## config.mk

```make
export PLATFORM = sky130hd
export DESIGN_NAME = replay_bypass_iq
export DESIGN_NICKNAME = d
export VERILOG_FILES = /design/src/rtl/sbiq_pkg.sv /design/src/rtl/sbiq_fpr_board.sv /design/src/rtl/sbiq_slot_marker.sv /design/src/rtl/sbiq_age_pick.sv /design/src/rtl/replay_bypass_iq.sv
export SDC_FILE = /design/constraint.sdc
export NUM_CORES = 1
export LEC_CHECK = 0
export ABC_AREA = 1
export BUFFER_PORTS_ARGS = -buffer_cell sky130_fd_sc_hd__buf_2
export CAP_MARGIN = 20
export CORE_MARGIN = 2
export CORE_UTILIZATION = 55
export DETAILED_ROUTE_END_ITERATION = 6
export HOLD_SLACK_MARGIN = 0.02
export PLACE_DENSITY = 0.75
export SKIP_CTS_REPAIR_TIMING = 1
export SLEW_MARGIN = 20
export SYNTH_ARGS = -nofsm -noshare
export SYNTH_HDL_FRONTEND = slang
export SYNTH_SLANG_ARGS = --single-unit
```

## constraint.sdc

```tcl
create_clock -name clk -period 4.1 [get_ports clk]
set_clock_uncertainty 0.15 [all_clocks]
set_input_delay 0.205 -clock clk [delete_from_list [all_inputs] [get_ports clk]]
set_output_delay 0.205 -clock clk [all_outputs]
set_load 0.05 [all_outputs]
```

## src/rtl/sbiq_pkg.sv

```systemverilog
package sbiq_pkg;

    // position of an instruction inside a four-wide fetch block
    localparam int SLOT_W = 2;

    typedef struct packed {
        logic              vld;
        logic [SLOT_W-1:0] slot;
    } mark_t;

endpackage

```

## src/rtl/sbiq_fpr_board.sv

```systemverilog
module sbiq_fpr_board #(
    parameter int NUM_FPR = 32,
    localparam int IDX_W  = $clog2(NUM_FPR)
) (
    input  logic               clk,
    input  logic               rst_n,
    input  logic               alloc_valid,
    input  logic [IDX_W-1:0]   alloc_idx,
    input  logic               wb_valid,
    input  logic [IDX_W-1:0]   wb_idx,
    output logic [NUM_FPR-1:0] clean_vec
);

    typedef struct packed {
        logic [NUM_FPR-1:0] dirty;
    } board_t;

    board_t st_d, st_q;
    logic [NUM_FPR-1:0] wb_hot;

    always_comb begin
        wb_hot = '0;
        if (wb_valid) wb_hot[wb_idx] = 1'b1;
        // a writeback landing this cycle already counts as clean
        clean_vec = ~st_q.dirty | wb_hot;

        st_d = st_q;
        st_d.dirty = st_d.dirty & ~wb_hot;
        // allocation applied last: a new producer wins over an old result
        if (alloc_valid) st_d.dirty[alloc_idx] = 1'b1;
    end

    always_ff @(posedge clk) begin
        if (!rst_n) st_q <= '0;
        else        st_q <= st_d;
    end

    p_set_wins_r6: assert property (@(posedge clk) disable iff (!rst_n)
        alloc_valid |=> st_q.dirty[$past(alloc_idx)]);

    p_wb_clears_r6: assert property (@(posedge clk) disable iff (!rst_n)
        (wb_valid && !(alloc_valid && alloc_idx == wb_idx)) |=> !st_q.dirty[$past(wb_idx)]);

endmodule

```

## src/rtl/sbiq_slot_marker.sv

```systemverilog
module sbiq_slot_marker
    import sbiq_pkg::*;
(
    input  logic              clk,
    input  logic              rst_n,
    input  logic              flush,
    input  logic              replay_valid,
    input  logic [SLOT_W-1:0] replay_slot,
    input  logic              enq_fire,
    input  logic [SLOT_W-1:0] enq_slot,
    output logic              hit
);

    mark_t st_d, st_q;

    always_comb begin
        // match uses the marker held before this cycle
        hit  = st_q.vld && (enq_slot == st_q.slot);
        st_d = st_q;
        if (enq_fire && hit) st_d.vld = 1'b0;
        if (replay_valid) begin
            st_d.vld  = 1'b1;
            st_d.slot = replay_slot;
        end
        if (flush) st_d = '0;
    end

    always_ff @(posedge clk) begin
        if (!rst_n) st_q <= '0;
        else        st_q <= st_d;
    end

    p_capture_r7: assert property (@(posedge clk) disable iff (!rst_n)
        (replay_valid && !flush) |=> (st_q.vld && st_q.slot == $past(replay_slot)));

    p_one_shot_r8: assert property (@(posedge clk) disable iff (!rst_n)
        (enq_fire && hit && !replay_valid) |=> !st_q.vld);

    p_flush_clears_r9: assert property (@(posedge clk) disable iff (!rst_n)
        flush |=> !st_q.vld);

endmodule

```

## src/rtl/sbiq_age_pick.sv

```systemverilog
module sbiq_age_pick #(
    parameter int DEPTH  = 8,
    localparam int PTR_W = $clog2(DEPTH)
) (
    input  logic             clk,
    input  logic             rst_n,
    input  logic [DEPTH-1:0] ready,
    output logic [DEPTH-1:0] grant,
    output logic [PTR_W-1:0] grant_idx,
    output logic             any
);

    // index 0 holds the oldest entry
    always_comb begin
        logic found;
        found     = 1'b0;
        grant     = '0;
        grant_idx = '0;
        for (int i = 0; i < DEPTH; i++) begin
            if (!found && ready[i]) begin
                grant[i]  = 1'b1;
                grant_idx = PTR_W'(i);
                found     = 1'b1;
            end
        end
        any = found;
    end

    p_single_grant_r3: assert property (@(posedge clk) disable iff (!rst_n)
        $onehot0(grant));

    p_grant_is_ready_r3: assert property (@(posedge clk) disable iff (!rst_n)
        (grant & ~ready) == '0);

    p_none_older_ready_r3: assert property (@(posedge clk) disable iff (!rst_n)
        any |-> ((ready & (grant - 1'b1)) == '0));

endmodule

```

## src/rtl/replay_bypass_iq.sv

```systemverilog
module replay_bypass_iq
    import sbiq_pkg::*;
#(
    parameter int DEPTH   = 8,
    parameter int NUM_FPR = 32,
    parameter int TAG_W   = 4,
    localparam int IDX_W  = $clog2(NUM_FPR),
    localparam int PTR_W  = $clog2(DEPTH),
    localparam int CNT_W  = $clog2(DEPTH + 1)
) (
    input  logic              clk,
    input  logic              rst_n,
    input  logic              flush,
    input  logic              enq_valid,
    input  logic [SLOT_W-1:0] enq_slot,
    input  logic              enq_fp_src,
    input  logic [IDX_W-1:0]  enq_src,
    input  logic              enq_dst_valid,
    input  logic [IDX_W-1:0]  enq_dst,
    input  logic [TAG_W-1:0]  enq_tag,
    output logic              enq_ready,
    input  logic              replay_valid,
    input  logic [SLOT_W-1:0] replay_slot,
    input  logic              wb_valid,
    input  logic [IDX_W-1:0]  wb_idx,
    output logic              iss_valid,
    output logic [TAG_W-1:0]  iss_tag
);

    typedef struct packed {
        logic [CNT_W-1:0]            cnt;
        logic [DEPTH-1:0]            chk;   // entry still needs a scoreboard check
        logic [DEPTH-1:0][IDX_W-1:0] src;
        logic [DEPTH-1:0][TAG_W-1:0] tag;
    } queue_t;

    queue_t st_d, st_q;

    logic               enq_fire;
    logic               mark_hit;
    logic [NUM_FPR-1:0] fpr_clean;
    logic [DEPTH-1:0]   ready;
    logic [DEPTH-1:0]   grant;
    logic [PTR_W-1:0]   pick_idx;
    logic               pick_any;
    logic               iss_fire;
    logic [CNT_W-1:0]   cnt_after;

    assign enq_ready = (st_q.cnt != CNT_W'(DEPTH));
    assign enq_fire  = enq_valid && enq_ready && !flush;

    sbiq_fpr_board #(.NUM_FPR(NUM_FPR)) u_board (
        .clk         (clk),
        .rst_n       (rst_n),
        .alloc_valid (enq_fire && enq_dst_valid),
        .alloc_idx   (enq_dst),
        .wb_valid    (wb_valid),
        .wb_idx      (wb_idx),
        .clean_vec   (fpr_clean)
    );

    sbiq_slot_marker u_marker (
        .clk          (clk),
        .rst_n        (rst_n),
        .flush        (flush),
        .replay_valid (replay_valid),
        .replay_slot  (replay_slot),
        .enq_fire     (enq_fire),
        .enq_slot     (enq_slot),
        .hit          (mark_hit)
    );

    always_comb begin
        for (int i = 0; i < DEPTH; i++) begin
            ready[i] = (CNT_W'(i) < st_q.cnt) &&
                       (!st_q.chk[i] || fpr_clean[st_q.src[i]]);
        end
    end

    sbiq_age_pick #(.DEPTH(DEPTH)) u_pick (
        .clk       (clk),
        .rst_n     (rst_n),
        .ready     (ready),
        .grant     (grant),
        .grant_idx (pick_idx),
        .any       (pick_any)
    );

    assign iss_fire  = pick_any && !flush;
    assign iss_valid = iss_fire;
    assign iss_tag   = pick_any ? st_q.tag[pick_idx] : '0;

    always_comb begin
        st_d = st_q;
        // collapse the issued slot so index order stays program order
        if (iss_fire) begin
            for (int i = 0; i < DEPTH - 1; i++) begin
                if (PTR_W'(i) >= pick_idx) begin
                    st_d.chk[i] = st_q.chk[i+1];
                    st_d.src[i] = st_q.src[i+1];
                    st_d.tag[i] = st_q.tag[i+1];
                end
            end
        end
        cnt_after = st_q.cnt - CNT_W'(iss_fire);
        if (enq_fire) begin
            st_d.chk[PTR_W'(cnt_after)] = enq_fp_src && !mark_hit;
            st_d.src[PTR_W'(cnt_after)] = enq_src;
            st_d.tag[PTR_W'(cnt_after)] = enq_tag;
        end
        st_d.cnt = cnt_after + CNT_W'(enq_fire);
        if (flush) st_d = '0;
    end

    always_ff @(posedge clk) begin
        if (!rst_n) st_q <= '0;
        else        st_q <= st_d;
    end

    p_no_overflow_r2: assert property (@(posedge clk) disable iff (!rst_n)
        st_q.cnt <= CNT_W'(DEPTH));

    p_fill_step_r2: assert property (@(posedge clk) disable iff (!rst_n)
        (enq_fire && !iss_fire) |=> (st_q.cnt == $past(st_q.cnt) + 1'b1));

    p_flush_empties_r9: assert property (@(posedge clk) disable iff (!rst_n)
        flush |=> (st_q.cnt == '0 && !iss_valid));

endmodule

```

# [Yosys cells after proc, flatten, opt, wreduce, memory -nomap -nowiden]
# Index checks and enable logic that the tools add are counted.
[totals] register_bits=119 inputBits=31 out_inout_bits=6 wordCells=190
[classes] addsub=2 order_cmp=30 n_eq_ne=2 n_mux=76 bitwise=6 n_reduce_logical=52
[ops] op="$mux 79" n=1
[ops] op="$mux 32" n=2
[ops] op="$not 32->32" n=2
[ops] op="$or 32x32->32" n=2
[ops] op="$lt 5x6->1 const B" n=10
[ops] op="$bmux 1 s5" n=8
[ops] op="$bwmux 40" n=1
[ops] op="$mux 4" n=10
[ops] op="$mux 5" n=8
[ops] op="$mux 35" n=1
[ops] op="$and 32x32->32" n=1
[ops] op="$bwmux 32" n=1
[ops] op="$mux 1" n=28
[ops] op="$mux 28" n=1
[ops] op="$logic_and 1x1->1" n=25
[ops] op="$logic_not 1->1" n=17
[ops] op="$lt 3x4->1 const A" n=4
[ops] op="$demux 5 s3" n=1
[ops] op="$mux 3" n=5
[ops] op="$bmux 4 s3" n=1
[ops] op="$demux 4 s3" n=1
[ops] op="$demux 1 s5" n=2
[ops] op="$ge 5x1->1 const B" n=2
[ops] op="$ge 3x3->1 const A" n=3
[ops] op="18 further kinds" n=31

# [Depth between registers and ports, before layout]
# Gate-level depths: netlist of run 1.
[logic_depth] ltp_word=40 ltp_mapped=32 depth_no_buf=29

# [Cells and area by module]
# Synthesis of run 1 repeated with hierarchy kept, for this count alone.
[hier_totals] cells_unflattened=1491 hier_area_um2=8709.6
[by_module_without_submodules] module="replay_bypass_iq" instances=1 cells_each=1231 area_each_um2=6975.4 seq_area_each_um2=1681.6
[by_module_without_submodules] module="sbiq_fpr_board" instances=1 cells_each=207 area_each_um2=1421.4 seq_area_each_um2=640.6
[by_module_without_submodules] module="sbiq_age_pick" instances=1 cells_each=32 area_each_um2=165.2 seq_area_each_um2=0.0
[by_module_without_submodules] module="sbiq_slot_marker" instances=1 cells_each=21 area_each_um2=147.6 seq_area_each_um2=60.1

# [Least setup slack after synthesis of run 1]
# No wires, ideal clock.
[synth_timing] kind="register to register" startpoint="register st_q[67] (netlist bit)" endpoint="register st_q[12] (netlist bit)" setup_time_ns=0.116 arrival_time_ns=3.790 t_required_ns=3.834 setup_slack_ns=0.044 path_stages_with_launch=25 path_buffers=4 synth_period_minus_slack_ns=4.056 path_cell_list="dfxtp_1 clkbuf_1 clkinv_1 clkbuf_1 nand2_1 o211ai_1 nand3_1 nand3_1 a21o_1 nand3_1 nand2_1 inv_1 nor2_1 nor2_2 buf_2 ha_1 xor2_1 inv_1 nor2_1 inv_1 nor2_1 inv_1 clkbuf_1 o211ai_1 inv_1"
[synth_between] elab_chain_len=14 elab_cells_between_ends=19 classes_between="add/sub: 1; order compare: 3; mux: 10; reduce/logical: 5"
[synth_lines] item="start, declared" line_no="replay_bypass_iq.sv:37" text="queue_t st_d, st_q;"
[synth_lines] item="start signal, assigned" line_no="replay_bypass_iq.sv:117" text="else st_q <= st_d;"
[synth_lines] item="$bmux 1 s5 (*)" line_no="replay_bypass_iq.sv:76" text="(!st_q.chk[i] || fpr_clean[st_q.src[i]]);"
[synth_lines] item="$mux 1 (not written as such) (*)" line_no="replay_bypass_iq.sv:76"
[synth_lines] item="$logic_or 1x1->1 (*)" line_no="replay_bypass_iq.sv:76"
[synth_lines] item="$logic_and 1x1->1 (*)" line_no="replay_bypass_iq.sv:75" text="ready[i] = (CNT_W'(i) < st_q.cnt) &&"
[synth_lines] item="$logic_and 1x1->1 (*)" line_no="sbiq_age_pick.sv:20" text="if (!found && ready[i]) begin"
[synth_lines] item="$mux 1 (*)" line_no="sbiq_age_pick.sv:20"
[synth_lines] item="$logic_and 1x1->1 (*)" line_no="replay_bypass_iq.sv:89" text="assign iss_fire = pick_any && !flush;"
[synth_lines] item="net iss_valid" line_no="replay_bypass_iq.sv:26" text="output logic iss_valid,"
[synth_lines] item="$sub 4x1->4" line_no="replay_bypass_iq.sv:105" text="cnt_after = st_q.cnt - CNT_W'(iss_fire);"
[synth_lines] item="$lt 3x4->1 (not written as such) or $ge 3x1->1 (tied branches)" line_no="replay_bypass_iq.sv:109" text="st_d.tag[PTR_W'(cnt_after)] = enq_tag;"
[synth_lines] item="$logic_and 1x1->1 (not written as such)" line_no="replay_bypass_iq.sv:109"
[synth_lines] item="$mux 4 (not written as such)" line_no="replay_bypass_iq.sv:109"
[synth_lines] item="$demux 4 s3" line_no="replay_bypass_iq.sv:109"
[synth_lines] item="$bwmux 32" line_no="replay_bypass_iq.sv:109"
[synth_lines] item="$mux 79 (*)" line_no="replay_bypass_iq.sv:106" text="if (enq_fire) begin"
# The timed path passes the listed nets; every way through them passes the cells marked *. The select of a mux whose other input is x is not followed.
# A chain may end at the register's enable or synchronous reset.

# [Final worst setup path of run 1]
[layout_timing] startpoint="register u_board.st_q[7] (netlist bit)" endpoint="register st_q[42] (netlist bit)"
[layout_between] elab_chain_len=36 elab_cells_between_ends=75 classes_between="add/sub: 1; order compare: 3; mux: 37; bitwise: 2; reduce/logical: 32"
[layout_lines] item="start, declared" line_no="sbiq_fpr_board.sv:18" text="board_t st_d, st_q;"
[layout_lines] item="start signal, assigned" line_no="sbiq_fpr_board.sv:35" text="else st_q <= st_d;"
[layout_lines] item="$not 32->32 (*)" line_no="sbiq_fpr_board.sv:25" text="clean_vec = ~st_q.dirty | wb_hot;"
[layout_lines] item="$or 32x32->32 (*)" line_no="sbiq_fpr_board.sv:25"
[layout_lines] item="$bmux 1 s5" line_no="replay_bypass_iq.sv:76"
[layout_lines] item="$mux 1 (not written as such)" line_no="replay_bypass_iq.sv:76"
[layout_lines] item="$logic_or 1x1->1" line_no="replay_bypass_iq.sv:76"
[layout_lines] item="$logic_and 1x1->1" line_no="replay_bypass_iq.sv:75"
[layout_lines] item="$mux 1" line_no="sbiq_age_pick.sv:20"
[layout_lines] item="$logic_not 1->1" line_no="sbiq_age_pick.sv:20"
[layout_lines] item="[... 20 more ...]"
[layout_lines] item="$logic_and 1x1->1" line_no="replay_bypass_iq.sv:89"
[layout_lines] item="$sub 4x1->4" line_no="replay_bypass_iq.sv:105"
[layout_lines] item="$lt 3x4->1 (not written as such) or $ge 3x1->1 (tied branches)" line_no="replay_bypass_iq.sv:108" text="st_d.src[PTR_W'(cnt_after)] = enq_src;"
[layout_lines] item="$logic_and 1x1->1 (not written as such)" line_no="replay_bypass_iq.sv:108"
[layout_lines] item="$mux 5 (not written as such)" line_no="replay_bypass_iq.sv:108"
[layout_lines] item="$demux 5 s3" line_no="replay_bypass_iq.sv:108"
[layout_lines] item="$bwmux 40" line_no="replay_bypass_iq.sv:108"
[layout_lines] item="$mux 79 (*)" line_no="replay_bypass_iq.sv:106"
# Mark *: on every way between the ends. The rest lies on a longest branch, timed or not. The select of a mux whose other input is x is not followed.

==> flow_summary.json, run 1 <==
{
  "grt_max_degree": 44,
  "die_area_mm2": 0.01735,
  "max_stage_delay_ns": 0.45,
  "synth-simple-area-share_pct": 47.27,
  "grt_pass1_wl_um": 55900,
  "grt_pass1_vias": 10400,
  "violations": "negative hold slack",
  "critPathLaunchType": "flip-flop",
  "port_buffers": 36,
  "layout_setup_ws_ns": 0.1516,
  "clk_pin_slew_ns": 0.05,
  "synth_compound_area_share_pct": 14.88,
  "arrival_ns": 4.11,
  "synthAdderAreaFrac_pct": 0.4184,
  "path_class": "flip-flop to flip-flop",
  "syn_inst": 1546,
  "cp_max_fo": 16,
  "drt_iter0_drc": 1654,
  "synth_area_mm2": 0.008972,
  "core_mm2": 0.01594,
  "cts_buffers": 17,
  "vias": 11490,
  "hold_ws_ns": -0.02178,
  "switchingPower_uw": 2492,
  "maxCapViolations": 0,
  "antennaDiodeCount": 0,
  "cp.buffers_inverters": 3,
  "yosysWarnings": 0,
  "die_w_um": 131.7,
  "peakVddDrop_mv": 0.6286,
  "holdPathStages": 3,
  "final_common_cell": "nand3_1",
  "p_clk_share_pct": 29.1,
  "routedWlPerCell_um": 20.05,
  "cp_top_family": "simple AND/OR/NAND/NOR gates",
  "hp-start": "enq_dst[1]",
  "reg2reg_from": "u_board.st_q[7]",
  "drive_gt1_share_pct": 12.39,
  "htree_levels": 4,
  "cts-root-buf": "clkbuf_16",
  "p_seq_share_pct": 23.7,
  "drc": 0,
  "cts_sinks": 119,
  "utilization_pct": 66.59,
  "internal_power_uw": 2904,
  "power.density_mw_per_mm2": 508.3,
  "worstRegToRegCells": 23,
  "status": "finished with violations",
  "cp_slowest_cell": "dfxtp_1",
  "setup_violations": 0,
  "switching_share_pct": 46.19,
  "use_met3_pct": 10.46,
  "rrSetupSlack_ns": 0.15,
  "syn_nets": 1580,
  "area_growth_pct": 18.32,
  "period_share_pct": 96.30,
  "min_period_ns": 3.948,
  "rsz0062_at_grt": "true",
  "slew_viol_final": 0,
  "top_usage_layer": "met2",
  "ys_types": 36,
  "worstSkewPairLatency_ns": 0.44,
  "synth_area_per_cell_um2": 5.804,
  "hold_viol": 1,
  "hpwl_um": 26450,
  "crit_chain": "a21boi_1, nand2_1, nand3_1, nand3_1, nand3_1, nand2_1, nand2_1, nand3_1, nand2_1, nand2_1, nor2_4, nand4_2, nor2_1, nor2_4, ha_1, xor2_2, inv_1, nor2_1, inv_1, nor2_1, inv_2, o21ai_0, a31oi_1",
  "multi_input_area_mm2": 0.005728,
  "ys_seq_area_share_pct": 26.55,
  "finalWirelength_um": 37190,
  "rows": 46,
  "worstMarginPinSlew_ns": 0.9329,
  "leakagePower_uw": 0.004649,
  "relSlewSlack_pct": 37.58,
  "grt_use_total_pct": 41.00,
  "grt_use_met1_pct": 52.60,
  "ant_nets": 0,
  "seq_area_mm2": 0.002384,
  "antenna_found_initial": 0,
  "overflow": 0,
  "clockBufferDepth": 2,
  "initial_core_util_pct": 56.28,
  "synth_xor_area_share_pct": 0.1952,
  "cts_tree": "done",
  "nFillCells": 1503,
  "met2_usage_pct": 65.30,
  "nets": 1661,
  "hold_path_class": "input pin to flip-flop",
  "gp_congestion": 1.063,
  "die_h_um": 131.7,
  "hold_end": "u_board.st_q[31]",
  "cp.required_ns": 4.26,
  "via_per_inst": 6.192,
  "place_ws_ns": -0.1849,
  "ys_ff_latch": 119,
  "cp.depth": 23,
  "setup-tns-final_ns": 0,
  "synth_top_family_by_area": "simple AND/OR/NAND/NOR gates",
  "combPwrFrac_pct": 47.3,
  "layout_common_cells": "nand3_1 (419), nand2_1 (372), inv_1 (155)",
  "fmax_mhz": 253.3,
  "pin_count": 37,
  "synth.area.mux_share_pct": 0,
  "cp-end-kind": "flip-flop",
  "cp_common_cell": "nand2_1",
  "dr.pass1.iters": 6,
  "r2r-end": "st_q[42]"
}
[metal layers]
metal	part of all wire (%)	vias up
met1	38	5176
met5	0	-
li1	-	5346
met3	12	174
met4	5.0	0
met2	44	791
[layout make-up]
class | instances | share of cell area [%]
Tap cell | 216 | 2.546
Sequential cell | 119 | 22.45
Timing Repair Buffer | 130 | 9.051
Inverter | 176 | 6.293
Clock inverter | 12 | 1.438
Clock buffer | 19 | 4.266
Multi-Input combinational cell | 1183 | 53.95
[worst min-delay path, cell delays in order]
cell,delay [ns]
buf_2,0.14
a31oi_1,0.09
nor2_1,0.08
[flip-flops by register name, summed over array words and instances, names as in the netlist]
register,cells
st_q,84
u_board.st_q,32
u_marker.st_q,3
[cell families (layout without fill, tap and decap cells)]
family | after synthesis | in the layout
fa+ha+maj | 3 | 3
flops | 119 | 119
simple gates | 950 | 951
compound gates | 227 | 227
xor+xnor | 2 | 2
buf+inv | 245 | 337
[cells in the mapped netlist (all sizes together)]
library cell | n | share of area, %
a21oi | 98 | 5.5
o21ai | 64 | 3.6
a221oi | 1 | 0.098
xor2 | 2 | 0.20
o211ai | 31 | 2.6
o221ai | 1 | 0.098
inv | 164 | 6.9
clkbuf | 40 | 1.7
clkinv | 12 | 0.50
nand2 | 381 | 16
nand3 | 422 | 24
buf | 29 | 1.6
a31oi | 4 | 0.28
nand4 | 20 | 1.5
a41oi | 1 | 0.31
a21boi | 26 | 2.3
dfxtp | 119 | 27
nor2 | 115 | 5.2
a21o | 1 | 0.084
ha | 3 | 0.42
nor3 | 12 | 0.85
[power by group through the flow]
| stage | Sequential (uW) | Combinational [uW] | Clock [uW] |
|---|---|---|---|
| 2_1_floorplan | 1280 | 1660 | 0 |
| 6_report | 1280 | 2550 | 1570 |
| 3_5_place_dp | 1300 | 2320 | 0 |
| 3_3_place_gp | 1300 | 2300 | 0 |
| 4_1_cts | 1270 | 2340 | 1560 |
| 5_1_grt | 1280 | 2730 | 1620 |
[worst max-delay path by stage]
stage | start | to | slack [ns]
CTS | u_board.st_q[24] | iss_tag[3] | -0.19
floorplan | st_q[67] | st_q[12] | 0.04
global placement | wb_idx[1] | st_q[44] | -0.12
global route | st_q[42] | st_q[43] | -0.09
finish | u_board.st_q[7] | st_q[42] | 0.15
detailed placement | wb_idx[1] | st_q[25] | -0.18
[metrics by stage]
step | cell area, um2 | total power [uW] | instances
floorplan | 8972 | 2932 | 1546
global placement | 9691 | 3598 | 1802
detailed placement | 9691 | 3613 | 1802
CTS | 10300 | 5166 | 1833
global route | 10620 | 5630 | 1855
finish | 10620 | 5397 | 1855
(Power assumes the default switching activity.)
==> run 2: changes to the inputs <==
--- a/config.mk
+++ b/config.mk
@@ -9,10 +9,11 @@
 export BUFFER_PORTS_ARGS = -buffer_cell sky130_fd_sc_hd__buf_2
 export CAP_MARGIN = 20
 export CORE_MARGIN = 2
-export CORE_UTILIZATION = 55
+export CORE_UTILIZATION = 35
 export DETAILED_ROUTE_END_ITERATION = 6
 export HOLD_SLACK_MARGIN = 0.02
-export PLACE_DENSITY = 0.75
+export PLACE_DENSITY = 0.49
+export REMOVE_ABC_BUFFERS = 1
 export SKIP_CTS_REPAIR_TIMING = 1
 export SLEW_MARGIN = 20
 export SYNTH_ARGS = -nofsm -noshare
==> flow_summary.json, run 2 (synthesis gave the netlist of run 1 again) <==
{
  "power.density_mw_per_mm2": 498.6,
  "design_area_mm2": 0.01077,
  "fmax_mhz": 258.6,
  "internal_power_uw": 2831,
  "drt_iter0_drc": 1228,
  "power_uw": 5369,
  "worstMarginPinSlew_ns": 0.7365,
  "setup_violations": 0,
  "p_clk_share_pct": 27.1,
  "max_stage_delay_ns": 0.32,
  "initial_core_util_pct": 35.63,
  "arrival_ns": 3.51,
  "largest_reg_flops": 84,
  "hold_viol": 0,
  "vias": 11040,
  "die_h_um": 164.1,
  "hold_path_class": "input pin to flip-flop",
  "cp_common_cell": "nand3_1",
  "cts-root-buf": "clkbuf_16",
  "finalWirelength_um": 38740,
  "port_buffers": 36,
  "leakagePower_uw": 0.004645,
  "worstSkewPairLatency_ns": 0.43,
  "relSlewSlack_pct": 50.72,
  "layout_common_cells": "nand3_1 (419), nand2_1 (373), inv_1 (156)",
  "crit_chain": "inv_1, buf_4, nand3_1, nand3_1, nand3_1, nand3_1, nand2_1, nand2_1, nand3_1, nand2_1, nand2_1, nor2_4, nand4_2, buf_4, nor2_4, nor2_2, buf_4, nand3_1, a21oi_1, nor2_1, buf_2",
  "grt_pass1_vias": 9999,
  "min_period_ns": 3.867,
  "area_growth_pct": 20.01,
  "rows": 58,
  "slew_viol_final": 0,
  "grt_use_total_pct": 29.07,
  "path_class": "flip-flop to output port",
  "core_mm2": 0.02518,
  "drive_gt1_share_pct": 12.61,
  "drc": 0,
  "nFillCells": 2783,
  "clk_pin_slew_ns": 0.06,
  "peakVddDrop_mv": 0.3519,
  "maxCapViolations": 0,
  "htree_levels": 4,
  "place_area_mm2": 0.009923,
  "grt_pass1_wl_um": 59660,
  "clockBufferDepth": 2,
  "cts_buffers": 17,
  "cp.required_ns": 3.74,
  "top_regs": "st_q x84, u_board.st_q x32, u_marker.st_q x3",
  "switching_share_pct": 47.27,
  "grt_max_degree": 38,
  "critPathLaunchType": "flip-flop",
  "rsz0062_at_grt": "false",
  "pin_count": 37,
  "nets": 1671,
  "cts_tree": "done",
  "cp_slowest_cell": "dfxtp_1",
  "final_common_cell": "nand3_1",
  "gp_congestion": 1.012,
  "routedWlPerCell_um": 19.57,
  "setup-tns-final_ns": 0,
  "period_share_pct": 94.32,
  "switchingPower_uw": 2538,
  "regMostFlops": "st_q",
  "cp-end-kind": "output port",
  "combPwrFrac_pct": 49.0,
  "die_w_um": 164.1,
  "die_area_mm2": 0.02693,
  "antennaDiodeCount": 0,
  "p_seq_share_pct": 23.8,
  "status": "completed",
  "ant_nets": 0,
  "overflow": 0,
  "antenna_found_initial": 0,
  "cts_sinks": 119,
  "hpwl_um": 28330,
  "cp_max_fo": 16,
  "via_per_inst": 5.573,
  "dr.pass1.iters": 7
}
run 2: changes by cell type in the layout (fill, tap and decap cells not counted), sizes merged:
cell	change
clkinvlp	+1
buf	+7
bufinv	-2
dlygate4sd3	+1
inv	+1
clkbuf	+2
clkinv	+2
nand2	-1
run 2: path summary, 6_finish.rpt:
kind	startpoint	endpoint	slack (ns)	cells past startpoint
worst max register to register	st_q[42]	st_q[44]	0.29	24
worst min register to register	u_marker.st_q[2]	u_marker.st_q[2]	0.32	2
worst max-delay path	st_q[42]	iss_tag[2]	0.23	21
worst min-delay path	enq_dst[1]	u_board.st_q[28]	0.02	4
run 2: layout make-up:
class / count / area [um2] / share of cell area [%]
multi-input combinational: 1182 / 5704 / 52.97
sequential: 119 / 2384 / 22.14
timing repair buffer: 141 / 1044 / 9.691
inverter: 176 / 668.1 / 6.205
clock buffer: 18 / 429.2 / 3.986
tap: 330 / 412.9 / 3.835
clock inverter: 14 / 126.4 / 1.174
run 2: per-stage QoR:
step	utilization [%]	hold slack, ns	std cells	setup slack [ns]
final	42.76	0.02104	1980	0.2327
after global routing	42.76	0.03650	1980	0.005818
after CTS	41.61	-0.1274	1960	-0.2011
after detailed placement	39.41	0.3182	1928	-0.4400
after global placement	39.38	0.3080	1927	-0.5881
after floorplan	-	0.2038	1477	-0.5234
run 2: worst max-delay path: cells and delay by family (launching register included):
family | cells | cell delay [ns]
and+or+nand+nor | 15 | 1.72
buffers and inverters | 5 | 0.94
DFF | 1 | 0.32
AOI/OAI and AO/OA | 1 | 0.09
run 2: power by group through the flow:
stage               Combinational, uW  Clock (uW)  Sequential (uW)
floorplan                        1520           0             1300
global placement                 2460           0             1300
detailed placement               2450           0             1300
CTS                              2460        1480             1280
global route                     2860        1520             1290
finish                           2630        1460             1280
run 2: metal layers:
| metal | share of wire, % | vias to the layer above | global-route usage [%] |
|---|---|---|---|
| met1 | 45 | 5056 | 42.28 |
| li1 | - | 5366 | - |
| met3 | 8.6 | 79 | 4.444 |
| met5 | 0 | - | 0 |
| met4 | 2.6 | 0 | 9.011 |
| met2 | 44 | 534 | 43.88 |
==> run 3: changes to the inputs <==
--- a/config.mk
+++ b/config.mk
@@ -9,10 +9,10 @@
 export BUFFER_PORTS_ARGS = -buffer_cell sky130_fd_sc_hd__buf_2
 export CAP_MARGIN = 20
 export CORE_MARGIN = 2
-export CORE_UTILIZATION = 35
+export CORE_UTILIZATION = 57
 export DETAILED_ROUTE_END_ITERATION = 6
 export HOLD_SLACK_MARGIN = 0.02
-export PLACE_DENSITY = 0.49
+export PLACE_DENSITY = 0.74
 export REMOVE_ABC_BUFFERS = 1
 export SKIP_CTS_REPAIR_TIMING = 1
 export SLEW_MARGIN = 20
==> flow_summary.json, run 3 (synthesis gave the netlist of run 1 again) <==
{
  "grt_pass1_vias": 9925,
  "drc": 7,
  "layout_common_cells": "nand3_1 (418), nand2_1 (374), inv_1 (153)",
  "endpoint": "iss_tag[1]",
  "r2r-end": "st_q[35]",
  "cp.required_ns": 3.74,
  "power_uw": 5532,
  "peakVddDrop_mv": 0.3663,
  "slew_viol_final": 0,
  "initial_core_util_pct": 58.59,
  "htree_levels": 4,
  "regMostFlops": "st_q",
  "status": "finished with violations",
  "rows": 45,
  "cp.depth": 21,
  "power.density_mw_per_mm2": 517.8,
  "arrival_ns": 3.69,
  "max_stage_delay_ns": 0.49,
  "finalWirelength_um": 35560,
  "hold_viol": 0,
  "grt_pass1_wl_um": 53480,
  "crit_chain": "a21boi_0, buf_4, nand2_1, o211ai_1, nand3_1, nand3_1, nand2_1, nand2_1, nand3_1, nand2_2, buf_4, inv_2, nand3_1, nand2_1, nor2_2, buf_4, nand2_1, nand3_1, nand3_1, nor2_1, clkbuf_4",
  "via_per_inst": 6.283,
  "min_period_ns": 4.043,
  "drive_gt1_share_pct": 12.69,
  "cts_buffers": 17,
  "hold_path_class": "input pin to flip-flop",
  "grt_use_total_pct": 41.05,
  "drt_iter0_drc": 1600,
  "routedWlPerCell_um": 19.22,
  "vias": 11620,
  "final_common_cell": "nand3_1",
  "violations": "design-rule violations",
  "overflow": 0,
  "grt_max_degree": 37,
  "cts-root-buf": "clkbuf_16",
  "seq_area_mm2": 0.002382,
  "antenna_found_initial": 0,
  "cp-end-kind": "output port",
  "pin_count": 37,
  "antennaDiodeCount": 0,
  "met3WireLength_um": 4758,
  "met1Wirelength_um": 14190,
  "hp-start": "enq_dst[1]",
  "clockBufferDepth": 2,
  "critPathLaunchType": "flip-flop",
  "area_growth_pct": 19.08,
  "reg2reg_from": "u_board.st_q[29]",
  "met2_wirelength_um": 15250,
  "fmax_mhz": 247.3,
  "cp_max_fo": 26,
  "path_class": "flip-flop to output port",
  "clk_pin_slew_ns": 0.06,
  "cp_top_family": "simple AND/OR/NAND/NOR gates",
  "cts_sinks": 119,
  "setup_violations": 0,
  "cts_tree": "done",
  "relSlewSlack_pct": 35.41,
  "ant_nets": 0,
  "port_buffers": 36,
  "worstRegToRegCells": 24,
  "die_h_um": 129.5,
  "cp_common_cell": "nand3_1",
  "nFillCells": 1369,
  "worstMarginPinSlew_ns": 0.9615,
  "cp.buffers_inverters": 5,
  "worstSkewPairLatency_ns": 0.44,
  "place_ws_ns": -0.6519,
  "hpwl_um": 25350,
  "rrSetupSlack_ns": 0.24,
  "maxUsedRoutingLayer": "met4",
  "cp_slowest_cell": "dfxtp_1",
  "period_share_pct": 98.61,
  "multi_input_area_mm2": 0.005766,
  "startpoint": "u_board.st_q[29]",
  "nets": 1660,
  "leakagePower_uw": 0.004643,
  "largest_reg_flops": 84,
  "gp_congestion": 1.159,
  "maxCapViolations": 0,
  "top_regs": "st_q x84, u_board.st_q x32, u_marker.st_q x3",
  "dr.pass1.iters": 7,
  "core_mm2": 0.01531,
  "layout_setup_ws_ns": 0.05697,
  "die_area_mm2": 0.01676,
  "die_w_um": 129.5
}
==> run 3: metal layers <==
layer  up-vias  track usage (%)
li1       5354                -
met1      5239            56.78
met2       890            60.62
met3       141            11.44
met4         0            16.13
met5         -                0
==> run 3: report_power, final <==
part / internal [uW] / leakage (uW) / switching (uW)
registers: 1220 / 0.000960 / 60.8
logic: 759 / 0.00338 / 1870
clock network: 974 / 0.000300 / 651
total: 2950 / 0.00464 / 2580
==> run 3: layout make-up <==
cell class                 count  area share [%]
sequential                   119           22.30
tap                          211           2.471
inverter                     176           6.254
timing repair buffer         130           9.217
multi-input combinational   1182           53.96
clock inverter                14           1.780
clock buffer                  18           4.017
==> run 3: how the worst min path moves through the flow <==
stage / to / slack, ns / depth (start not counted)
finish: u_board.st_q[28] / 0.01 / 4
global route: u_board.st_q[28] / 0.04 / 4
CTS: st_q[66] / -0.10 / 3
detailed placement: u_marker.st_q[2] / 0.32 / 2
global placement: u_marker.st_q[2] / 0.30 / 2
floorplan: st_q[25] / 0.20 / 2
==> run 3: worst register-to-register path, cell delays in order (launching register included) <==
cell and delay [ns]:
dfxtp_1 0.49, a21boi_0 0.34, buf_4 0.21, nand2_1 0.05, o211ai_1 0.08, nand3_1 0.10
nand3_1 0.08, nand2_1 0.08, nand2_1 0.07, nand3_1 0.10, nand2_2 0.10, nand4_4 0.15
nor2_4 0.14, nor2_2 0.07, buf_4 0.16, ha_1 0.20, nand3_1 0.12, nand2_1 0.13
nor2_1 0.18, inv_1 0.10, nor2_2 0.22, buf_4 0.21, a21oi_1 0.10, nand2_1 0.10
inv_1 0.04
==> run 3: stage by stage <==
step	utilization (%)	std cells	TNS [ns]	area [um2]	hold WS [ns]
after global placement	62.89	1790	-35.37	9632	0.3048
after floorplan	-	1477	-25.38	8675	0.2038
after detailed placement	62.91	1790	-43.11	9634	0.3167
after CTS	66.95	1822	-12.15	10250	-0.1021
after global routing	69.76	1850	-0.1831	10680	0.04221
final	69.76	1850	0	10680	0.01227
